<file path="src/rtl/cfglk_pkg.sv">
package cfglk_pkg;

  typedef enum logic [1:0] {
    ACC_NONE = 2'd0,
    ACC_RO   = 2'd1,
    ACC_WO   = 2'd2,
    ACC_RW   = 2'd3
  } acc_class_e;

  // fixed word indices of the special words
  localparam int unsigned CTRL_WORD   = 0;
  localparam int unsigned LOCK_WORD   = 1;
  localparam int unsigned UNLOCK_WORD = 2;
  localparam int unsigned STAT_WORD   = 3;
  localparam int unsigned ID_WORD     = 4;

  typedef struct packed {
    acc_class_e cls;
    logic       is_ctrl;
    logic       is_lock;
    logic       is_unlock;
    logic       is_stat;
    logic       is_id;
    logic       is_demo;
  } dec_t;

endpackage

</file>
<file path="src/rtl/cfglk_rst_sync.sv">
module cfglk_rst_sync #(
  parameter int unsigned STAGES = 2
) (
  input  logic clk,
  input  logic rst_n,
  output logic rst_sync_n
);

  logic [STAGES-1:0] sync_q;
  logic [STAGES-1:0] sync_d;

  always_comb begin
    sync_d = {sync_q[STAGES-2:0], 1'b1};
  end

  always_ff @(posedge clk or negedge rst_n) begin
    if (!rst_n) begin
      sync_q <= '0;
    end else begin
      sync_q <= sync_d;
    end
  end

  assign rst_sync_n = sync_q[STAGES-1];

endmodule

</file>
<file path="src/rtl/cfglk_decode.sv">
module cfglk_decode
  import cfglk_pkg::*;
#(
  parameter int unsigned WORD_W     = 10,
  parameter int unsigned DEMO_BASE  = 64,
  parameter int unsigned DEMO_WORDS = 16,
  localparam int unsigned IDX_W     = $clog2(DEMO_WORDS)
) (
  input  logic [WORD_W-1:0] word,
  output dec_t              dec,
  output logic [IDX_W-1:0]  demo_idx
);

  logic [WORD_W-1:0] demo_off;

  always_comb begin
    dec           = '0;
    dec.cls       = ACC_NONE;
    dec.is_ctrl   = (word == WORD_W'(CTRL_WORD));
    dec.is_lock   = (word == WORD_W'(LOCK_WORD));
    dec.is_unlock = (word == WORD_W'(UNLOCK_WORD));
    dec.is_stat   = (word == WORD_W'(STAT_WORD));
    dec.is_id     = (word == WORD_W'(ID_WORD));
    dec.is_demo   = (word >= WORD_W'(DEMO_BASE)) &&
                    (word <  WORD_W'(DEMO_BASE + DEMO_WORDS));
    if (dec.is_ctrl || dec.is_demo) begin
      dec.cls = ACC_RW;
    end else if (dec.is_lock || dec.is_unlock) begin
      dec.cls = ACC_WO;
    end else if (dec.is_stat || dec.is_id) begin
      dec.cls = ACC_RO;
    end
  end

  assign demo_off = word - WORD_W'(DEMO_BASE);
  assign demo_idx = demo_off[IDX_W-1:0];

endmodule

</file>
<file path="src/rtl/cfglk_keyctl.sv">
module cfglk_keyctl #(
  parameter int unsigned         KEY_W      = 16,
  parameter logic [KEY_W-1:0]    LOCK_KEY   = 16'h767B,
  parameter logic [KEY_W-1:0]    UNLOCK_KEY = 16'hDF0D
) (
  input  logic             clk,
  input  logic             rst_n,
  input  logic             wr_lock,
  input  logic             wr_unlock,
  input  logic [KEY_W-1:0] key,
  output logic             locked
);

  logic lock_q;
  logic lock_d;
  logic lock_en;

  always_comb begin
    lock_en = 1'b0;
    lock_d  = lock_q;
    if (wr_lock && (key == LOCK_KEY)) begin
      lock_en = 1'b1;
      lock_d  = 1'b1;
    end else if (wr_unlock && (key == UNLOCK_KEY)) begin
      lock_en = 1'b1;
      lock_d  = 1'b0;
    end
  end

  always_ff @(posedge clk or negedge rst_n) begin
    if (!rst_n) begin
      lock_q <= 1'b1;
    end else if (lock_en) begin
      lock_q <= lock_d;
    end
  end

  assign locked = lock_q;

endmodule

</file>
<file path="src/rtl/cfglk_regfile.sv">
module cfglk_regfile #(
  parameter int unsigned DATA_W     = 32,
  parameter int unsigned DEMO_WORDS = 16,
  localparam int unsigned IDX_W     = $clog2(DEMO_WORDS)
) (
  input  logic              clk,
  input  logic              rst_n,
  input  logic              ctrl_we,
  input  logic              demo_we,
  input  logic [IDX_W-1:0]  wr_idx,
  input  logic [DATA_W-1:0] wr_data,
  input  logic [IDX_W-1:0]  rd_idx,
  output logic              ctrl_bit,
  output logic [DATA_W-1:0] demo_rd
);

  logic              ctrl_q;
  logic [DATA_W-1:0] demo_q [DEMO_WORDS];

  always_ff @(posedge clk or negedge rst_n) begin
    if (!rst_n) begin
      ctrl_q <= 1'b0;
    end else if (ctrl_we) begin
      ctrl_q <= wr_data[0];
    end
  end

  for (genvar g = 0; g < DEMO_WORDS; g++) begin : g_word
    logic word_en;
    assign word_en = demo_we && (wr_idx == IDX_W'(g));
    always_ff @(posedge clk or negedge rst_n) begin
      if (!rst_n) begin
        demo_q[g] <= '0;
      end else if (word_en) begin
        demo_q[g] <= wr_data;
      end
    end
  end

  assign ctrl_bit = ctrl_q;
  assign demo_rd  = demo_q[rd_idx];

endmodule

</file>
<file path="src/rtl/cfglk_bank.sv">
module cfglk_bank
  import cfglk_pkg::*;
#(
  parameter int unsigned          ADDR_W     = 12,
  parameter int unsigned          DATA_W     = 32,
  parameter int unsigned          KEY_W      = 16,
  parameter logic [KEY_W-1:0]     LOCK_KEY   = 16'h767B,
  parameter logic [KEY_W-1:0]     UNLOCK_KEY = 16'hDF0D,
  parameter int unsigned          DEMO_BASE  = 64,
  parameter int unsigned          DEMO_WORDS = 16,
  parameter logic [DATA_W-1:0]    BANK_ID    = 32'h5A1C_0001
) (
  input  logic              clk,
  input  logic              rst_n,
  input  logic              wr_en,
  input  logic              rd_en,
  input  logic [ADDR_W-1:0] addr,
  input  logic [DATA_W-1:0] wr_data,
  output logic [DATA_W-1:0] rd_data,
  output logic              locked,
  output logic              access_err
);

  localparam int unsigned WORD_W = ADDR_W - 2;
  localparam int unsigned IDX_W  = $clog2(DEMO_WORDS);

  logic              rst_sync_n;
  logic [WORD_W-1:0] word;
  logic [1:0]        unused_byte_lane;
  dec_t              dec;
  logic [IDX_W-1:0]  demo_idx;
  logic              lock_state;

  logic              wr_class_ok;
  logic              wr_bypass;
  logic              wr_commit;
  logic              wr_err;
  logic              rd_err;
  logic              ctrl_bit;
  logic [DATA_W-1:0] demo_rd;

  logic [DATA_W-1:0] rd_d;
  logic [DATA_W-1:0] rd_q;
  logic              err_d;
  logic              err_q;

  assign word             = addr[ADDR_W-1:2];
  assign unused_byte_lane = addr[1:0];

  cfglk_rst_sync #(.STAGES(2)) u_rst (
    .clk        (clk),
    .rst_n      (rst_n),
    .rst_sync_n (rst_sync_n)
  );

  cfglk_decode #(
    .WORD_W     (WORD_W),
    .DEMO_BASE  (DEMO_BASE),
    .DEMO_WORDS (DEMO_WORDS)
  ) u_dec (
    .word     (word),
    .dec      (dec),
    .demo_idx (demo_idx)
  );

  cfglk_keyctl #(
    .KEY_W      (KEY_W),
    .LOCK_KEY   (LOCK_KEY),
    .UNLOCK_KEY (UNLOCK_KEY)
  ) u_key (
    .clk       (clk),
    .rst_n     (rst_sync_n),
    .wr_lock   (wr_en && dec.is_lock),
    .wr_unlock (wr_en && dec.is_unlock),
    .key       (wr_data[KEY_W-1:0]),
    .locked    (lock_state)
  );

  // write gating: classifier first, then lock unless the word bypasses it
  always_comb begin
    wr_class_ok = (dec.cls == ACC_RW) || (dec.cls == ACC_WO);
    wr_bypass   = dec.is_ctrl || dec.is_lock || dec.is_unlock;
    wr_commit   = wr_en && wr_class_ok && (wr_bypass || !lock_state);
    wr_err      = wr_en && (!wr_class_ok || (lock_state && !wr_bypass));
    rd_err      = rd_en && ((dec.cls == ACC_WO) || (dec.cls == ACC_NONE));
  end

  cfglk_regfile #(
    .DATA_W     (DATA_W),
    .DEMO_WORDS (DEMO_WORDS)
  ) u_rf (
    .clk      (clk),
    .rst_n    (rst_sync_n),
    .ctrl_we  (wr_commit && dec.is_ctrl),
    .demo_we  (wr_commit && dec.is_demo),
    .wr_idx   (demo_idx),
    .wr_data  (wr_data),
    .rd_idx   (demo_idx),
    .ctrl_bit (ctrl_bit),
    .demo_rd  (demo_rd)
  );

  always_comb begin
    rd_d  = rd_q;
    err_d = wr_err || rd_err;
    if (rd_en) begin
      rd_d = '0;
      if (dec.is_ctrl) begin
        rd_d[0] = ctrl_bit;
      end else if (dec.is_stat) begin
        rd_d[0] = lock_state;
      end else if (dec.is_id) begin
        rd_d = BANK_ID;
      end else if (dec.is_demo) begin
        rd_d = demo_rd;
      end
    end
  end

  always_ff @(posedge clk or negedge rst_sync_n) begin
    if (!rst_sync_n) begin
      rd_q  <= '0;
      err_q <= 1'b0;
    end else begin
      rd_q  <= rd_d;
      err_q <= err_d;
    end
  end

  assign rd_data    = rd_q;
  assign locked     = lock_state;
  assign access_err = err_q;

endmodule

</file>
<file path="config.mk">
export PLATFORM = sky130hd
export DESIGN_NAME = cfglk_bank
export DESIGN_NICKNAME = d
export VERILOG_FILES = /design/src/rtl/cfglk_pkg.sv /design/src/rtl/cfglk_rst_sync.sv /design/src/rtl/cfglk_decode.sv /design/src/rtl/cfglk_keyctl.sv /design/src/rtl/cfglk_regfile.sv /design/src/rtl/cfglk_bank.sv
export SDC_FILE = /design/constraint.sdc
export NUM_CORES = 1
export LEC_CHECK = 0
export BUFFER_PORTS_ARGS = -buffer_cell sky130_fd_sc_hd__buf_2
export CAP_MARGIN = 30
export CELL_PAD_IN_SITES_DETAIL_PLACEMENT = 0
export CELL_PAD_IN_SITES_GLOBAL_PLACEMENT = 1
export CORE_MARGIN = 3
export CORE_UTILIZATION = 55
export CTS_BUF_LIST = sky130_fd_sc_hd__clkbuf_4
export DETAILED_ROUTE_END_ITERATION = 16
export PLACE_DENSITY_LB_ADDON = 0.1
export RECOVER_POWER = 100
export SYNTH_ARGS = -nofsm -noshare
export SYNTH_HDL_FRONTEND = slang
export SYNTH_HIERARCHICAL = 1
export SYNTH_SLANG_ARGS = --single-unit
</file>
<file path="constraint.sdc">
create_clock -name clk -period 20.5 [get_ports clk]
set_clock_uncertainty 0.05 [all_clocks]
set_input_delay 4.1 -clock clk [delete_from_list [all_inputs] [get_ports clk]]
set_output_delay 4.1 -clock clk [all_outputs]
set_load 0.01 [all_outputs]
</file>
## Word-level counts from Yosys, hierarchy flattened

Cells that the tools add are included.

| word-level totals | value |
|---|---|
| input bits | 48 |
| output and inout port bits | 34 |
| bits in registers | 549 |

| cells by class | value |
|---|---|
| reduce and logical (&&, ||, !) cells | 46 |
| bitwise logic cells | 1 |
| add/subtract/negate cells | 1 |
| eq/ne operators | 23 |
| magnitude comparators | 3 |
| muxes and demuxes | 16 |

Operators with widths:

| operator | count |
|---|---|
| $bmux 32 s4 | 1 |
| $mux 32 | 4 |
| $mux 31 | 2 |
| $eq 4x4->1 const B | 8 |
| $logic_and 1x1->1 | 28 |
| $eq 10x2->1 const B | 2 |
| $eq 16x15->1 const B | 1 |
| $eq 16x16->1 const B | 1 |
| $eq 4x3->1 const B | 4 |
| $eq 10x1->1 const B | 1 |
| $eq 10x3->1 const B | 1 |
| $ge 10x7->1 const B | 1 |
| $logic_not 10->1 | 1 |
| $logic_or 1x1->1 | 10 |
| $lt 10x7->1 const B | 1 |
| $eq 4x2->1 const B | 2 |
| $mux 1 | 7 |
| $ge 5x5->1 const B | 1 |
| $not 4->5 | 1 |
| $eq 2x2->1 const B | 2 |
| $eq 4x1->1 const B | 1 |
| $logic_not 4->1 | 1 |
| $mux 2 | 2 |
| $sub 4x1->4 const B | 1 |
| 4 further kinds | 6 |

## Longest topological paths before layout

| logic depth | value |
|---|---|
| word-level depth | 11 |
| mapped depth | 10 |

## Modules after synthesis

Netlist, hierarchy kept.

Modules (own cells, without submodules):

| module | seq. area each (um^2) | area each (um^2) | cells each | instances |
|---|---|---|---|---|
| cfglk_regfile | 12837.3 | 22801.9 | 1406 | 1 |
| cfglk_bank | 825.8 | 1350.0 | 99 | 1 |
| cfglk_decode | 0.0 | 171.4 | 24 | 1 |
| cfglk_keyctl | 26.3 | 123.9 | 11 | 1 |
| cfglk_rst_sync | 50.0 | 53.8 | 3 | 1 |

## Worst setup path after synthesis

Ideal clock, no wire load.

| timing path | value |
|---|---|
| kind | input to register |
| from | in addr[10] |
| to | reg u_rf/demo_q[385] (netlist name) |
| buffers on the path | 2 |
| setup slack | 14148 ps |
| arrival time | 6177 ps |
| setup time | 125 ps |
| data required time | 20325 ps |
| stages on the path | 10 |
| path through | nor3_4 nand3_2 nor3_1 nor4b_1 nor2_1 nor3b_2 and3_1 clkbuf_1 buf_2 mux2_2 |

RTL lines:

| element | line | RTL |
|---|---|---|
| start: declaration | cfglk_bank.sv:17 | `input logic [ADDR_W-1:0] addr,` |
| end signal: indexed assignment | cfglk_regfile.sv:35 | `demo_q[g] <= wr_data;` |
| end: declaration | cfglk_regfile.sv:18 | `logic [DATA_W-1:0] demo_q [DEMO_WORDS];` |

==> results.ini <==
[clock_network]
cts_buffer_depth = 3
cts_tree = yes
htreeDepth = 4
cts.sinks = 549
clockRootBuffer = clkbuf_4
post_cts_buffers = 0
clk_pin_slew_worst_paths_ps = 60
clk_latency_ps = 930
cts_buffers = 147
cts_hold_buf = 0
cts_resized = 0

[power_and_ir_drop]
clkPwrFrac_pct = 44.6
intPower_uw = 1610
p_sw_share_pct = 23.6
combPwrFrac_pct = 3.9
pwr-share-seq_pct = 51.5
p_leak_uw = 0.0133
p_sw_uw = 498
peakVddDrop_mv = 0.0441
cellPowerDensity_nw_per_um2 = 78.2

[placement]
pre_cts_slack_ps = 12140
place_hpwl_um = 33600
gp_congestion = 0.744
port_buffers = 79

[setup_path]
regToRegSetupSlack_ps = 8780
slowest_stage = clkbuf_1
critPathBufInv = 3
crit_family = buffers and inverters
startpoint_type = primary input
crit_arrival_ps = 13710
worstPathMaxFanout = 76
worstPathCellList = clkbuf_1, clkbuf_1, nor3b_1, nor4b_1, nor2_1, nand3_1, nor2_1, clkbuf_1, mux2_2
crit_required_ps = 21240
max_stage_delay_ps = 3300
setup.worst_path.class = primary input to flop
cpMostUsedCell = clkbuf_1
end_kind = flop

[timing]
max_freq_ghz = 0.0771
setup_tns_ps = 0
hold_viol_final = 0
setup_viol = 0
layout_min_cycle_time_ps = 12980
tightestPinTransition_ps = 4810
setup_ws_ps = 7520
period_share_pct = 63.3
rsz0062_at_grt = no
slew_viol_final = 1081
relSlewSlack_pct = -220
whs_ps = 303

[die]
core_area_sq_um = 43600
die_area_sq_um = 47100
dieHeight_um = 217
initial_utilization_pct = 56.3
num_rows = 76
die_w_um = 217
io_pins = 82

[detailed_routing]
drt-initial-drc-count = 999
dr.pass1.iters = 5
vias = 14400
wl_per_cell_um = 25.5
via_per_inst = 6.11
drc = 0
ant_nets = 0
routed_wl_um = 60200

[status]
violations = capacitance limit, slew limit
status = complete, but fails checks

[global_route]
use_met3_pct = 6.74
grt.busiest_layer = met2
grt_use_total_pct = 26.5
grt_pass1_wl_um = 92500
use_met1_pct = 37.8
grt_max_degree = 81
grt_pass1_vias = 15400
gr-total-overflow = 0
gr-usage-met2_pct = 40.1
grt_antenna_before_repair = 4

[yosys]
yosys-top-cells-count = dfrtp_1 (548), mux2_2 (503), mux4_2 (128), clkbuf_1 (69), a22oi_1 (64)
synthArstFlopShare_pct = 100
synthTopCellsByArea = dfrtp_1 (56%), mux2_2 (23%), mux4_2 (12%)
yosysTopAreaCellShare_pct = 56.0
synth-warning-count = 6
ys_types = 53
ys.flop_type = dfrtp_1
syn_inst = 1543
yosys_register_bits = 549
synth-edff-count = 0
syn_avg_cell_area_sq_um = 15.9
synth_area_sq_um = 24500
yosysMostFrequentCell = dfrtp_1
yosysSeqAreaShare_pct = 56.1
synth_top_cell_by_area = dfrtp_1
synth_nets = 1591

[layout]
nets = 1718
drive_above_1_share_pct = 53.7
utilization_pct = 61.9
synthToLayoutAreaGrowth_pct = 9.98

[flow_run]
max-cap-violations = 32

[worst_hold_path]
hp-class = flop to flop

## layout make-up
| class | count | area [sq um] |
|---|---|---|
| clock inverters | 19 | 72.6 |
| multi-input cells | 850 | 10100 |
| clock buffers | 232 | 1740 |
| inverters | 4 | 15.0 |
| flip-flops and latches | 549 | 13700 |
| repair buffers | 118 | 538 |
| well taps | 585 | 732 |
| diodes | 4 | 10.0 |
| fillers | 3492 | 16600 |
## cells by family (layout without fill, tap and decap cells)
| family | after synthesis | count (layout) | share of synthesized area [%] |
|---|---|---|---|
| other | 1 | 5 | 0.0153 |
| AO/OA/AOI/OAI | 111 | 111 | 3.54 |
| AND/OR/NAND/NOR | 97 | 97 | 2.29 |
| flip-flops | 549 | 549 | 56.1 |
| multiplexers | 641 | 641 | 35.3 |
| buffers and inverters | 144 | 373 | 2.73 |
## power by group through the flow
| stage | combinational (uW) | clock, uW | sequential, uW |
|---|---|---|---|
| after CTS | 84.3 | 972 | 1090 |
| after floorplan | 36.3 | 0 | 1120 |
| final | 82.0 | 940 | 1090 |
| after global routing | 90.6 | 1030 | 1090 |
| after detailed placement | 84.2 | 0 | 1110 |
| after global placement | 82.6 | 0 | 1110 |
## flip-flops by register name (all words and copies together) (netlist names)
signal,count
u_rf/ctrl_bit,1
rd_data,32
access_err,1
u_rst/sync_q,2
u_key/locked,1
u_rf/demo_q,512
## worst reg2reg max path, cell delays in order (launching register included)
cell	delay [ps]
dfrtp_1	1530
clkbuf_1	420
clkbuf_1	2760
clkbuf_1	720
clkbuf_1	2420
clkbuf_1	1230
clkbuf_1	2050
## metal layers
layer | wire (um) | vias to the layer above
met5 | 27 | -
met4 | 1440 | 4
li1 | - | 6139
met2 | 28400 | 424
met3 | 3400 | 106
met1 | 26900 | 7750
## final timing paths
check                           startpoint          endpoint  cells after the start
setup / recovery                   addr[3]    u_rf/demo_q[2]                      9
hold / removal             u_rst/sync_q[0]   u_rst/sync_q[1]                      0
setup reg to reg           u_rst/sync_q[1]       rd_data[20]                      6
hold reg to reg            u_rst/sync_q[0]   u_rst/sync_q[1]                      0
max in group asynchronous  u_rst/sync_q[1]       rd_data[20]                      6
min in group asynchronous  u_rst/sync_q[1]  u_rf/demo_q[449]                      0
## placed cells by master (no fill, tap or decap), types with 20 or more instances in the layout
master / count
a22o_2: 20
a22oi_1: 64
buf_2: 43
clkbuf_1: 66
clkbuf_4: 232
dfrtp_1: 548
mux2_2: 503
mux4_2: 128
nand2_1: 39
## per-stage QoR
stage | cell area (sq um) | instances | total power, uW
2_1_floorplan | 24500 | 1543 | 1160
3_3_place_gp | 25300 | 2100 | 1190
3_5_place_dp | 25400 | 2101 | 1190
4_1_cts | 27200 | 2352 | 2140
5_1_grt | 26900 | 2360 | 2210
6_report | 26900 | 2361 | 2110
(Power assumes the default switching activity.)
